<file path="config.mk">
export PLATFORM = sky130hd
export DESIGN_NAME = brm_pulse_gen
export DESIGN_NICKNAME = d
export VERILOG_FILES = /design/src/rtl/brm_pkg.sv /design/src/rtl/brm_div_chain.sv /design/src/rtl/brm_rate_latch.sv /design/src/rtl/brm_slot_gate.sv /design/src/rtl/brm_pulse_gen.sv
export SDC_FILE = /design/constraint.sdc
export NUM_CORES = 1
export LEC_CHECK = 0
export BUFFER_PORTS_ARGS = -buffer_cell sky130_fd_sc_hd__buf_4
export CORE_AREA = 10 10 47 49
export DETAILED_ROUTE_END_ITERATION = 12
export DIE_AREA = 0 0 57 59
export HOLD_SLACK_MARGIN = 0.08
export PLACE_DENSITY = 0.48
export REMOVE_ABC_BUFFERS = 1
export SYNTH_ARGS = -nofsm -noshare
export SYNTH_HDL_FRONTEND = slang
export SYNTH_SLANG_ARGS = --single-unit
export TNS_END_PERCENT = 20
</file>
<file path="constraint.sdc">
create_clock -name clk -period 1.4 [get_ports clk]
set_input_delay 0.07 -clock clk [delete_from_list [all_inputs] [get_ports clk]]
set_output_delay 0.07 -clock clk [all_outputs]
set_load 0.01 [all_outputs]
</file>
<file path="src/rtl/brm_pkg.sv">
package brm_pkg;

    // Number of binary divider stages; the window spans 2**BRM_STAGES cycles.
    localparam int unsigned BRM_STAGES = 4;

    // Strobes produced by the window logic in one cycle.
    typedef struct packed {
        logic fire;   // a rate bit owns this index and is set
        logic wrap;   // last index of the window
    } brm_strobe_t;

    // Owner of a window index: index of the rate bit, or `stages` if none.
    // The lowest set bit p of the index selects rate bit (stages-1-p).
    function automatic int unsigned brm_owner(input int unsigned idx,
                                              input int unsigned stages);
        int unsigned own;
        own = stages;
        for (int unsigned p = 0; p < stages; p++) begin
            if (own == stages && idx[p]) own = stages - 1 - p;
        end
        return own;
    endfunction

endpackage

</file>
<file path="src/rtl/brm_div_chain.sv">
module brm_div_chain #(
    parameter int unsigned STAGES = brm_pkg::BRM_STAGES
) (
    input  logic              clk,
    input  logic              rst,
    output logic [STAGES-1:0] taps,
    output logic              wrap
);
    // carry[i] is high when every stage below i is at 1; stage i toggles then
    logic [STAGES:0] carry;
    assign carry[0] = 1'b1;

    for (genvar i = 0; i < STAGES; i++) begin : g_stage
        logic q;
        always_ff @(posedge clk) begin
            if (rst)           q <= 1'b0;
            else if (carry[i]) q <= ~q;
        end
        assign taps[i]    = q;
        assign carry[i+1] = carry[i] & q;
    end

    assign wrap = carry[STAGES];
endmodule

</file>
<file path="src/rtl/brm_rate_latch.sv">
module brm_rate_latch #(
    parameter int unsigned STAGES = brm_pkg::BRM_STAGES
) (
    input  logic              clk,
    input  logic              rst,
    input  logic              load,
    input  logic [STAGES-1:0] rate_in,
    output logic [STAGES-1:0] rate_q
);
    always_ff @(posedge clk) begin
        if (rst)       rate_q <= '0;
        else if (load) rate_q <= rate_in;
    end
endmodule

</file>
<file path="src/rtl/brm_slot_gate.sv">
module brm_slot_gate #(
    parameter int unsigned STAGES = brm_pkg::BRM_STAGES
) (
    input  logic [STAGES-1:0] taps,
    input  logic [STAGES-1:0] rate_q,
    output logic [STAGES-1:0] hit,
    output logic              fire
);
    // Rate bit i owns indices whose low (STAGES-i) bits are 1 followed by zeros.
    for (genvar i = 0; i < STAGES; i++) begin : g_slot
        localparam int unsigned M = STAGES - i;
        localparam logic [M-1:0] PAT = M'(1) << (M - 1);
        assign hit[i] = rate_q[i] & (taps[M-1:0] == PAT);
    end

    assign fire = |hit;
endmodule

</file>
<file path="src/rtl/brm_pulse_gen.sv">
module brm_pulse_gen #(
    parameter int unsigned STAGES = brm_pkg::BRM_STAGES
) (
    input  logic              clk,
    input  logic              rst,
    input  logic [STAGES-1:0] rate_in,
    output logic              next_pulse,
    output logic [STAGES-1:0] div_taps,
    output logic              frame_start
);
    import brm_pkg::*;

    logic [STAGES-1:0] taps;
    logic [STAGES-1:0] rate_q;
    logic [STAGES-1:0] slot_hit;
    brm_strobe_t       strobe;

    brm_div_chain #(.STAGES(STAGES)) u_div (
        .clk  (clk),
        .rst  (rst),
        .taps (taps),
        .wrap (strobe.wrap)
    );

    brm_rate_latch #(.STAGES(STAGES)) u_latch (
        .clk     (clk),
        .rst     (rst),
        .load    (strobe.wrap),
        .rate_in (rate_in),
        .rate_q  (rate_q)
    );

    brm_slot_gate #(.STAGES(STAGES)) u_gate (
        .taps   (taps),
        .rate_q (rate_q),
        .hit    (slot_hit),
        .fire   (strobe.fire)
    );

    assign next_pulse  = strobe.fire;
    assign div_taps    = taps;
    assign frame_start = ~|taps;
endmodule

</file>
==> metrics.txt <==
Max Freq 0.7739 GHz; Max-cap violations 0; pre-CTS setup slack 307.3 ps; critical path required time 1330 ps; Arrival @ worst endpoint 1220 ps; CTS Buffer Depth 2; Slew Limit Fails 0; Top Ports 12; TNS Setup 0 ps; Row Count 14; Gate Count Post-Synth 41; Hold Path End u_latch.rate_q[0]; internal reg-to-reg setup slack 320 ps; largest net degree at the start of global routing 11; hold path cells 2; synthesized area 372.9 um^2; worst-path cell chain nand2_1 > o21ai_0 > o31a_1 > buf_4; Sink Count 8; Yosys top cell area share 42.95%; Slowest-stage cell, CP dfxtp_1; total leakage power 0.2398 nW; Primary FF master, synth dfxtp_1; drt pass-1 iters 3; share of post-route cells with drive strength above 1 32.08%; RSZ-0062 raised after global routing false; status finished, final reports clean; flip-flop and latch area 162.7 um^2; Yosys Warn Count 0; final worst slack 107.9 ps; Clk Latency, worst-skew pair 250 ps; register area share after synthesis 42.95%; HP Start u_latch.rate_q[0]; Pint between 300 and 400 uW; vias in the first global route 313; H-tree depth 1; Synth Register Bits 8; All-Layer GR Usage between 5 and 6%; routability cong. approximately 0.68; Fill cells roughly 160; min Tclk post-route 1292 ps; fin nets a little over 60; initial antenna violation count 0; path category of the worst min-delay check reg -> reg; final setup fails 0; vias 284; Post-synth EDFFs 0; routed vias/inst about 4.1; launch point of the worst reg-to-reg path u_div.g_stage[0].q; Wirelength per Cell ~11 um; Gate power share approximately 16%; Port Buffer Count 11; drt total wl between 700 and 800 um; reg2reg end u_latch.rate_q[2]; final cycle utilization of the critical path 92.29%; Remaining DRCs 0; Startpoint Class flop; first-pass GRT wire length approximately 1.3 mm; Area Overhead vs Synth 35.91%; Largest stage delay, worst path 440 ps; Power Dens Cells 995.5 nW/um^2; Overflow after GRT 0; Seq pwr share 50.6%; CP endpoint kind output port; Core ar. 1401 um^2; largest cells by area after synthesis dfxtp_1, mux2i_1, buf_4, nor2_1, nand4_4; Initial DRC Count 11; Final Hold Vio Count 0; Setup crit start u_div.g_stage[3].q; number of distinct library cells after synthesis 15; Final Skew around 3.8 ps; worst r2r path cells 3; CTS tree yes; Die H 59 um; Avg Cell Area, Syn 9.094 um^2; Die W about 57 um; final core utilization about 36%; Slew HR 76.42%; kind of critical path reg -> out; CTS Buf Count 3; clock-pin slew on the worst setup and hold paths 50 ps; footprint of the multi-input gates ~170 um^2; maximum vdd ir drop 0.5019 mV; WHS around 500 ps; Routed Antenna Nets 0; asr flop ratio synth 0%; area leader, netlist dfxtp_1; critical-path maximum fanout 5; Ant. Diodes 0; worst slew pin tran approximately 350 ps; Clock Power Share 33.8%; Switching Fraction 23.88%; Post-DP HPWL around 540 um; switching power 120.4 uW; die area 3363 um^2; Initial Util 26.61%; Synth top cells by count dfxtp_1, nor2_1, buf_4, mux2i_1, nand2_1; Post-CTS Setup Bufs 0; Root Driver clkbuf_4
cells in the final DEF (no fill, tap or decap), drive strengths merged, types with 2 or more instances in the layout:
master / Yosys / layout
nand2: 4 / 4
clkbuf: 1 / 3
buf: 6 / 11
dlygate4sd3: 0 / 5
o21ai: 2 / 2
dfxtp: 8 / 8
xor2: 2 / 2
nor2: 8 / 8
mux2i: 4 / 4
kinds of logic (layout without fill, tap and decap cells):
| logic type | Yosys count | after routing | synth area share [%] |
|---|---|---|---|
| AOI/OAI and AO/OA | 3 | 3 | 5.034 |
| DFF | 8 | 8 | 42.95 |
| muxes | 4 | 4 | 10.74 |
| and+or+nand+nor | 16 | 16 | 22.48 |
| buffers and inverters | 7 | 19 | 11.74 |
| xor gates and xnor gates | 3 | 3 | 7.048 |
registers in the layout, indices dropped and copies added (netlist names):
name             flops
u_latch.rate_q       4
u_div.g_stage.q      4
metrics by stage:
| step | std cells | area, um^2 | power, mW |
|---|---|---|---|
| global placement | 61 | 431.7 | 0.3283 |
| finish | 69 | 506.7 | 0.5044 |
| floorplan | 34 | 329.1 | 0.2847 |
| CTS | 69 | 504.2 | 0.5127 |
| global route | 69 | 506.7 | 0.5423 |
| detailed placement | 61 | 431.7 | 0.3282 |
critical path, delay by kind of cell, from the launching register on:
family / cells / cell delay [ps]
and+or+nand+nor: 1 / 70
AOI/OAI and AO/OA: 2 / 340
buffers and inverters: 1 / 120
DFF: 1 / 440
how the worst max path moves through the flow:
stage	endpoint	slack [ps]	depth (start not counted)
global placement	next_pulse	310	3
floorplan	u_latch.rate_q[0]	360	3
global route	next_pulse	20	4
finish	next_pulse	110	4
CTS	next_pulse	30	3
detailed placement	next_pulse	310	3
final cells by class:
| type | instances | share of cell area, % |
|---|---|---|
| multi-input cells | 26 | 33.33 |
| flip-flops and latches | 8 | 32.10 |
| repair buffers | 16 | 26.17 |
| clock buffers | 3 | 4.444 |
| well taps | 16 | 3.951 |
layer usage:
metal	global-route usage (%)	up-vias	routed length, um
met4	5.034	0	15
met3	3.004	2	48
met5	0	-	0
met2	7.442	7	319
met1	4.898	118	363
li1	-	157	-
power groups by stage:
stage	combinational [mW]	sequential, mW	clock, mW
finish	0.0785	0.255	0.171
global route	0.0860	0.257	0.199
CTS	0.0803	0.254	0.178
detailed placement	0.0691	0.259	0
global placement	0.0693	0.259	0
floorplan	0.0248	0.260	0
repair_timing:
item                                   CTS  global route
hold buffers                             5             0
gates resized for setup                  0             2
endpoints found under the hold margin    8             0
setup endpoints to repair                0             1
(Power assumes the default switching activity.)
